===== config.mk =====
export PLATFORM = sky130hd
export DESIGN_NAME = sd_rsp_capture
export DESIGN_NICKNAME = d
export VERILOG_FILES = /design/src/rtl/sdrc_pkg.sv /design/src/rtl/sdrc_crc7.sv /design/src/rtl/sdrc_store.sv /design/src/rtl/sd_rsp_capture.sv
export SDC_FILE = /design/constraint.sdc
export NUM_CORES = 1
export LEC_CHECK = 0
export ABC_CLOCK_PERIOD_IN_PS = 3800
export BUFFER_PORTS_ARGS = -buffer_cell sky130_fd_sc_hd__buf_2
export CAP_MARGIN = 0
export CELL_PAD_IN_SITES_DETAIL_PLACEMENT = 0
export CELL_PAD_IN_SITES_GLOBAL_PLACEMENT = 2
export CORE_ASPECT_RATIO = 1.75
export CORE_MARGIN = 2
export CORE_UTILIZATION = 39
export CTS_BUF_LIST = sky130_fd_sc_hd__clkbuf_4
export DETAILED_ROUTE_END_ITERATION = 8
export HOLD_SLACK_MARGIN = 0.03
export PLACE_DENSITY_LB_ADDON = 0.15
export SYNTH_ARGS = -nofsm -noshare
export SYNTH_HDL_FRONTEND = slang
export SYNTH_SLANG_ARGS = --single-unit

===== constraint.sdc =====
create_clock -name clk -period 3.8 [get_ports clk]
set_clock_uncertainty 0.15 [all_clocks]
set_input_delay 0.76 -clock clk [delete_from_list [all_inputs] [get_ports clk]]
set_output_delay 0.76 -clock clk [all_outputs]
set_load 0.01 [all_outputs]

===== src/rtl/sdrc_pkg.sv =====
package sdrc_pkg;

    typedef enum logic [2:0] {
        RK_NONE        = 3'd0,
        RK_SHORT       = 3'd1,
        RK_SHORT_BUSY  = 3'd2,
        RK_SHORT_NOCRC = 3'd3,
        RK_LONG        = 3'd4
    } rsp_kind_e;

    typedef enum logic [2:0] {
        ST_IDLE,
        ST_ARM,
        ST_HUNT,
        ST_SHIFT,
        ST_BUSY,
        ST_DONE
    } cap_state_e;

endpackage


===== src/rtl/sdrc_crc7.sv =====
module sdrc_crc7 #(
    parameter int            CRC_W = 7,
    parameter logic [CRC_W-1:0] POLY = 7'h09
) (
    input  logic clk,
    input  logic rst_n,
    input  logic clr,
    input  logic upd,
    input  logic cmp,
    input  logic din,
    output logic mism
);

    logic [CRC_W-1:0] crc_q;
    logic             fb;

    assign fb = din ^ crc_q[CRC_W-1];

    always_ff @(posedge clk) begin
        if (!rst_n || clr) begin
            crc_q <= '0;
            mism  <= 1'b0;
        end else if (upd) begin
            crc_q <= {crc_q[CRC_W-2:0], 1'b0} ^ (fb ? POLY : '0);
        end else if (cmp) begin
            crc_q <= {crc_q[CRC_W-2:0], 1'b0};
            mism  <= mism | fb;
        end
    end

    AST_CRC_STICKY: assert property (@(posedge clk) disable iff (!rst_n) (mism && !clr) |=> mism);

endmodule


===== src/rtl/sdrc_store.sv =====
module sdrc_store #(
    parameter int REG_W = 16,
    parameter int NREG  = 8,
    localparam int BITS  = REG_W * NREG,
    localparam int SEL_W = $clog2(NREG)
) (
    input  logic             clk,
    input  logic             rst_n,
    input  logic             clr,
    input  logic             shift_en,
    input  logic             din,
    input  logic [SEL_W-1:0] rd_sel,
    output logic [REG_W-1:0] rd_word
);

    logic [BITS-1:0]  sr_q;
    logic [REG_W-1:0] words [NREG];

    always_ff @(posedge clk) begin
        if (!rst_n || clr) begin
            sr_q <= '0;
        end else if (shift_en) begin
            sr_q <= {sr_q[BITS-2:0], din};
        end
    end

    for (genvar g = 0; g < NREG; g++) begin : g_word
        assign words[g] = sr_q[g*REG_W +: REG_W];
    end

    assign rd_word = words[rd_sel];

endmodule


===== src/rtl/sd_rsp_capture.sv =====
module sd_rsp_capture
    import sdrc_pkg::*;
#(
    parameter int REG_W     = 16,
    parameter int NREG      = 8,
    parameter int SHORT_LEN = 48,
    parameter int LONG_LEN  = 136,
    parameter int CRC_W     = 7,
    localparam int SEL_W    = $clog2(NREG)
) (
    input  logic             clk,
    input  logic             rst_n,
    input  logic             cmd_fire,
    input  logic [2:0]       rsp_kind,
    input  logic             sd_clk_rise,
    input  logic             cmd_in,
    input  logic             dat0_in,
    input  logic [SEL_W-1:0] rd_sel,
    output logic [REG_W-1:0] rd_word,
    output logic             rsp_ready,
    output logic             crc_err
);

    localparam int STORE_BITS = REG_W * NREG;
    localparam int CNT_W      = $clog2(LONG_LEN + 1);
    localparam int TAIL_BITS  = CRC_W + 1;
    localparam int LONG_HDR   = LONG_LEN - STORE_BITS;

    cap_state_e       state_q, state_d;
    rsp_kind_e        kind_q;
    logic [CNT_W-1:0] bit_cnt;
    logic [CNT_W-1:0] bit_no;
    logic [CNT_W-1:0] frame_len;
    logic [CNT_W-1:0] cov_first;
    logic             is_long;
    logic             shift_cyc;
    logic             last_bit;
    logic             crc_upd;
    logic             crc_cmp;
    logic             store_en;
    logic             crc_mism;
    logic             err_q;
    logic             start_seen;

    assign is_long   = (kind_q == RK_LONG);
    assign frame_len = is_long ? CNT_W'(LONG_LEN) : CNT_W'(SHORT_LEN);
    assign cov_first = is_long ? CNT_W'(LONG_HDR + 1) : CNT_W'(2);
    assign bit_no    = bit_cnt + CNT_W'(1);
    assign shift_cyc = sd_clk_rise && !cmd_fire && (state_q == ST_SHIFT);
    assign last_bit  = (bit_no == frame_len);
    assign crc_upd   = shift_cyc && (bit_no >= cov_first) && (bit_no <= frame_len - CNT_W'(TAIL_BITS));
    assign crc_cmp   = shift_cyc && (bit_no > frame_len - CNT_W'(TAIL_BITS)) && !last_bit;
    assign store_en  = shift_cyc && (bit_cnt < CNT_W'(STORE_BITS));
    assign start_seen = sd_clk_rise && !cmd_fire && (state_q == ST_HUNT) && !cmd_in;

    // Next-state logic
    always_comb begin
        state_d = state_q;
        if (cmd_fire) begin
            state_d = (rsp_kind_e'(rsp_kind) == RK_NONE) ? ST_DONE : ST_ARM;
        end else if (sd_clk_rise) begin
            unique case (state_q)
                ST_IDLE:  begin end
                ST_ARM:   if (cmd_in)   state_d = ST_HUNT;
                ST_HUNT:  if (!cmd_in)  state_d = ST_SHIFT;
                ST_SHIFT: if (last_bit) state_d = (kind_q == RK_SHORT_BUSY) ? ST_BUSY : ST_DONE;
                ST_BUSY:  if (dat0_in)  state_d = ST_DONE;
                ST_DONE:  begin end
                default:  state_d = ST_IDLE;
            endcase
        end
    end

    // State register
    always_ff @(posedge clk) begin
        if (!rst_n) begin
            state_q <= ST_IDLE;
        end else begin
            state_q <= state_d;
        end
    end

    // Capture bookkeeping registers
    always_ff @(posedge clk) begin
        if (!rst_n) begin
            kind_q  <= RK_NONE;
            bit_cnt <= '0;
            err_q   <= 1'b0;
        end else if (cmd_fire) begin
            kind_q  <= rsp_kind_e'(rsp_kind);
            bit_cnt <= '0;
            err_q   <= 1'b0;
        end else if (start_seen) begin
            bit_cnt <= CNT_W'(1);
        end else if (shift_cyc) begin
            bit_cnt <= bit_no;
            if (last_bit) begin
                err_q <= crc_mism && (kind_q != RK_SHORT_NOCRC);
            end
        end
    end

    // Outputs
    always_comb begin
        rsp_ready = (state_q == ST_DONE);
        crc_err   = err_q;
    end

    sdrc_crc7 #(
        .CRC_W (CRC_W),
        .POLY  (CRC_W'(7'h09))
    ) i_crc (
        .clk   (clk),
        .rst_n (rst_n),
        .clr   (cmd_fire),
        .upd   (crc_upd),
        .cmp   (crc_cmp),
        .din   (cmd_in),
        .mism  (crc_mism)
    );

    sdrc_store #(
        .REG_W (REG_W),
        .NREG  (NREG)
    ) i_store (
        .clk      (clk),
        .rst_n    (rst_n),
        .clr      (cmd_fire),
        .shift_en (store_en),
        .din      (cmd_in),
        .rd_sel   (rd_sel),
        .rd_word  (rd_word)
    );

    AST_READY_CLR_ON_FIRE: assert property (@(posedge clk) disable iff (!rst_n) (cmd_fire && rsp_kind != 3'd0) |=> !rsp_ready);
    AST_NONE_READY: assert property (@(posedge clk) disable iff (!rst_n) (cmd_fire && rsp_kind == 3'd0) |=> rsp_ready);
    AST_NOCRC_NO_ERR: assert property (@(posedge clk) disable iff (!rst_n) (kind_q == RK_SHORT_NOCRC) |-> !crc_err);
    AST_ERR_AT_END: assert property (@(posedge clk) disable iff (!rst_n) crc_err |-> (state_q == ST_DONE || state_q == ST_BUSY));
    AST_BUSY_HOLD: assert property (@(posedge clk) disable iff (!rst_n) (state_q == ST_BUSY && !cmd_fire && !(sd_clk_rise && dat0_in)) |=> (state_q == ST_BUSY));
    AST_NO_STROBE_HOLD: assert property (@(posedge clk) disable iff (!rst_n) (!sd_clk_rise && !cmd_fire) |=> ($stable(state_q) && $stable(bit_cnt)));
    AST_CNT_BOUND: assert property (@(posedge clk) disable iff (!rst_n) bit_cnt <= CNT_W'(LONG_LEN));
    AST_ARM_NO_START: assert property (@(posedge clk) disable iff (!rst_n) (state_q == ST_ARM && !cmd_fire) |=> (state_q != ST_SHIFT));

endmodule


Yosys cells after proc, flatten, opt, wreduce, memory -nomap -nowiden --
Cells that the tools add are included.
Storage, ports and cells: logic and storage cells 81, memories 0, output and inout port bits 18, latch bits 0, bits in registers 151, ROM bits 0, input port bits 12, bits in writable memories 0
Operators by class: bitwise logic cells 7, reductions and logical operators 26, magnitude comparators 5, multipliers 0, equality and inequality tests 14, divide/modulo/power cells 0, shift-type cells 0, muxes and demuxes 19, add/sub/neg operators 2
Operators with widths (number):
- $bmux 16 s3 | 1
- $mux 16 | 2
- $mux 3 | 7
- $pmux 3 s5 | 1
- $mux 7 | 2
- $ne 3x3->1 const B | 4
- $logic_and 1x1->1 | 10
- $eq 3x2->1 const B | 3
- $eq 3x3->1 const B | 3
- $add 8x1->8 const B | 1
- $eq 8x8->1 | 1
- $ge 8x4->1 | 1
- $gt 8x8->1 | 1
- $le 8x8->1 | 1
- $lt 8x8->1 const B | 1
- $mux 4 | 2
- $mux 8 | 1
- $sub 8x4->8 const B | 1
- $xor 7x7->7 | 1
- $logic_not 3->1 | 2
- $reduce_and 6->1 | 1
- $reduce_bool 2->1 | 3
- $ge 4x4->1 const B | 1
- $logic_not 1->1 | 4
- other kinds (13) | 18

Longest topological paths before layout --
word-level depth 8, depth in mapped cells 11, gate-level depth less buffers 10

Hierarchy --
A second synthesis with hierarchy kept.
Second synthesis, totals: cells, all modules 666, area total of the unflattened synthesis 7108.1 µm²
By module, submodules not included:
- sdrc_store | instances 1, area each 5522.8 µm², seq. area each 2562.5 µm², cells each 470
- sd_rsp_capture | instances 1, area each 1246.2 µm², seq. area each 300.3 µm², cells each 156
- sdrc_crc7 | instances 1, area each 339.1 µm², seq. area each 160.2 µm², cells each 40

Worst setup path before layout --
No wires, ideal clock.
path type input -> output, start point input rd_sel[1], end point output rd_word[0], path buffers 3, cell stages on the path 5, data required time 2.890 ns, setup slack 0.459 ns, arrival 2.431 ns, cell sequence clkbuf_1 buf_1 buf_1 mux4_2 mux2_2
On the way: longest elaborated chain between the ends 4
Ends and longest elaborated chain:
- from (decl) | line sd_rsp_capture.sv:18 | input logic [SEL_W-1:0] rd_sel,
- $not 3->4 (implied by the code) | line sdrc_store.sv:31 | assign rd_word = words[rd_sel];
- $bmux 16 s3 | line sdrc_store.sv:31
- $mux 16 (implied by the code) (2 in a row) | line sdrc_store.sv:31
- to (decl) | line sd_rsp_capture.sv:19 | output logic [REG_W-1:0] rd_word,
No other way between the ends. The select of a mux whose other input is x is not followed.

Worst setup path in the final report --
start point input rd_sel[1], end point output rd_word[10]
Same word-level chain as after synthesis.

==> qor.csv <==
stage,metric,value,unit
outcome,status,completed,
cts,"Clk Latency, worst-skew pair",0.56,ns
layout,most frequent cells in the layout,"nand2_1 (280), dfxtp_1 (151), a21oi_1 (143)",
power,Switching Share,24.05,%
floorplan,Die Span Y,180.5,microns
yosys,"flops & latches, synth",151,
worst_setup_path,Setup crit start kind,input pin,
power,Logic pwr share,4.2,%
power,Pleak,2.459,nW
cts,post-CTS setup buffer count,0,
yosys,"Seq/Total Area, Yosys",43.56,%
global_route,GR met2 Demand/Resource,35.12,%
floorplan,DIE WIDTH,104.8,microns
yosys,Post-Synth XOR/XNOR Area,1.461,%
layout,"most common cell after layout, fill and taps aside",nand2_1,
global_route,initial antenna violation count,1,
detailed_routing,final WL,17780,microns
yosys,Synth Area in Adders,1.082,%
yosys,syn_nets,836,
sta,setup TNS,0,ns
floorplan,IO Pins,30,
detailed_routing,DR DRC count,0,
yosys,Synth Area in Compound Gates,14.06,%
global_route,maximum number of pins on one net before global-route repair,55,
power,switching pwr,0.0006637,W
yosys,top cell type's share of synthesized area,43.56,%
placement,IO Port Bufs,29,
floorplan,row cnt,64,
placement,routability congestion estimate,0.8525,
yosys,number of synthesized flops with an enable pin,0,
worst_setup_path,Crit Path Class,input pin to output port,
yosys,simple logic cell fraction of the synthesized area,20.39,%
layout,P&R area growth vs syn,9.448,%
detailed_routing,Routed WL per cell,16.81,microns
power,Pwr Density,363.4,nW/um^2
worst_setup_path,critical path peak fanout,16,
yosys,Syn Area/Cell,8.483,sq um
sta,hold slack,0.3083,ns
cts,clk slew on worst S/H paths,0.13,ns
cts,hold-fix buffers at CTS,0,
global_route,first-pass GRT wire length,28910,microns
yosys,cell count after synthesis,818,
global_route,gr ovfl total,0,
yosys,main combinational cell family by area after synthesis,simple AND/OR/NAND/NOR gates,
floorplan,Initial Utilization,39.75,%
sta,post-layout min period,3.125,ns
sta,Tcrit/Tclk final,82.24,%
worst_setup_path,Required @ worst endpoint,2.89,ns
detailed_routing,initial drt markers,331,
global_route,M3 GR Usage,3.110,%
layout,share of layout cells above drive strength 1,16.46,%
global_route,vias in the first global route,5625,
yosys,Synth area leaders,"dfxtp_1 (44%), nand2_1 (15%), mux4_2 (10%)",
global_route,busiest layer in global routing,met2,
sta,Slew HR,46.88,%
floorplan,Core Area,17460,sq um
layout,# nets final,831,
detailed_routing,via count,5709,
floorplan,die area,18920,sq um
placement,hpwl dp,12150,microns
global_route,GRT met1 Usage,21.89,%
placement,placed insts,1025,
power,Seq pwr share,57.6,%
yosys,ys async rst share,0,%
yosys,"Warnings, synthesis",0,
layout,Layout Cells excl Fill,1058,
placement,post-place instance area,7295,sq um
detailed_routing,Routed Antenna Nets,0,
power,VDD IR-drop max,0.0002392,V
sta,worst slew pin tran,0.7952,ns
cts,Root Buffer,clkbuf_4,
sta,Final Hold Viols,0,
hold_path,HP Class,flop to flop,
worst_setup_path,WP data arrival,2.22,ns
sta,final setup violation count,0,
cts,CTS tree,yes,
sta,Slew Limit Fails,0,
yosys,post-synthesis mux area share,14.88,%
yosys,top cell type by total area after synthesis,dfxtp_1,
cts,post-cts sizing count,0,
detailed_routing,DRT Pass-1 Iters,5,
cts,total CTS buffers,17,
cts,# clock sinks,151,
sta,Max Fclk,0.3200,GHz
layout,Fillers,1882,
job,Max Cap Viol,0,
cts,Max clock buf depth,2,
yosys,synthesized area,6939,sq um
detailed_routing,Avg Vias per Cell,5.396,
power,Clock Power Share,38.1,%
worst_setup_path,Critical Path End Type,output port,
global_route,gr usage total,19.15,%
yosys,ys flop type,dfxtp_1,
sta,RSZ-0062 raised after global routing,no,
power,P_int,0.002096,W
yosys,count of cell types in the netlist,57,
layout,final instance area,7595,sq um
cts,CTS H-tree depth,4,
[registers in the layout, indices dropped and copies added (netlist names)]
signal and flops:
crc_err 1, i_crc.mism 1, i_store.sr_q 128, kind_q 3, bit_cnt 8, state_q 3
i_crc.crc_q 7
[logic make-up after synthesis]
logic type,after synthesis
buffers and inverters,73
AOI/OAI and AO/OA,176
DFF,151
adders and majority gates,6
and+or+nand+nor,342
xor gates and xnor gates,10
muxes,60
[synthesized netlist by cell type, drive strengths merged, types with 2 or more instances]
cell type / instances
o31ai: 4
nand3: 6
mux4: 32
ha: 6
xor2: 4
buf: 9
inv: 5
and3: 4
a21oi: 143
a31o: 2
mux2i: 9
and2: 2
nor2b: 7
nor2: 11
nand4: 7
o21ai: 11
a211oi: 2
clkbuf: 57
xnor2: 5
nand2b: 4
or3: 5
nor3: 6
o32ai: 2
nand2: 281
dfxtp: 151
mux2: 19
[worst max-delay path, stage by stage]
cell and delay [ns]:
buf_2 0.43, mux4_2 0.56, mux2_2 0.30, buf_2 0.15
[worst paths after layout]
path / startpoint / to / slack [ns] / cells past startpoint
setup / recovery: rd_sel[1] / rd_word[10] / 0.67 / 4
hold / removal: i_store.sr_q[105] / i_store.sr_q[106] / 0.31 / 2
setup reg to reg: bit_cnt[0] / i_crc.crc_q[4] / 0.75 / 9
hold reg to reg: i_store.sr_q[105] / i_store.sr_q[106] / 0.31 / 2
[final cells by class]
type                    count  area (sq um)  share of cell area [%]
clock buffers              19         142.6                   1.878
well taps                 231         289.0                   3.806
flip-flops and latches    151          3023                   39.80
repair buffers             43         325.3                   4.283
multi-input cells         594          3622                   47.69
inverters                   6         35.03                  0.4613
diodes                      1         2.502                 0.03295
clock inverters            13         155.1                   2.043
[routing by layer]
metal | share of wire (%) | up-vias | routed length, microns
li1 | - | 2797 | -
met1 | 41 | 2800 | 7333
met2 | 55 | 86 | 9706
met3 | 2.0 | 26 | 348
met4 | 2.2 | 0 | 391
met5 | 0 | - | 0
[per-stage QoR]
stage | power, W | setup slack, ns | utilization [%]
floorplan | 0.001708 | 0.4588 | -
global placement | 0.001742 | 0.6798 | 41.79
detailed placement | 0.001743 | 0.6602 | 41.79
CTS | 0.002799 | 0.6623 | 43.49
global route | 0.002874 | 0.5276 | 43.51
finish | 0.002760 | 0.6748 | 43.51
[power by group through the flow]
stage | clock network (W) | logic [W] | registers, W
2_1_floorplan | 0 | 0.0000845 | 0.00162
3_3_place_gp | 0 | 0.000116 | 0.00163
3_5_place_dp | 0 | 0.000117 | 0.00163
4_1_cts | 0.00109 | 0.000118 | 0.00159
5_1_grt | 0.00116 | 0.000126 | 0.00159
6_report | 0.00105 | 0.000116 | 0.00159
No activity file was read; power rests on OpenSTA's default activity.
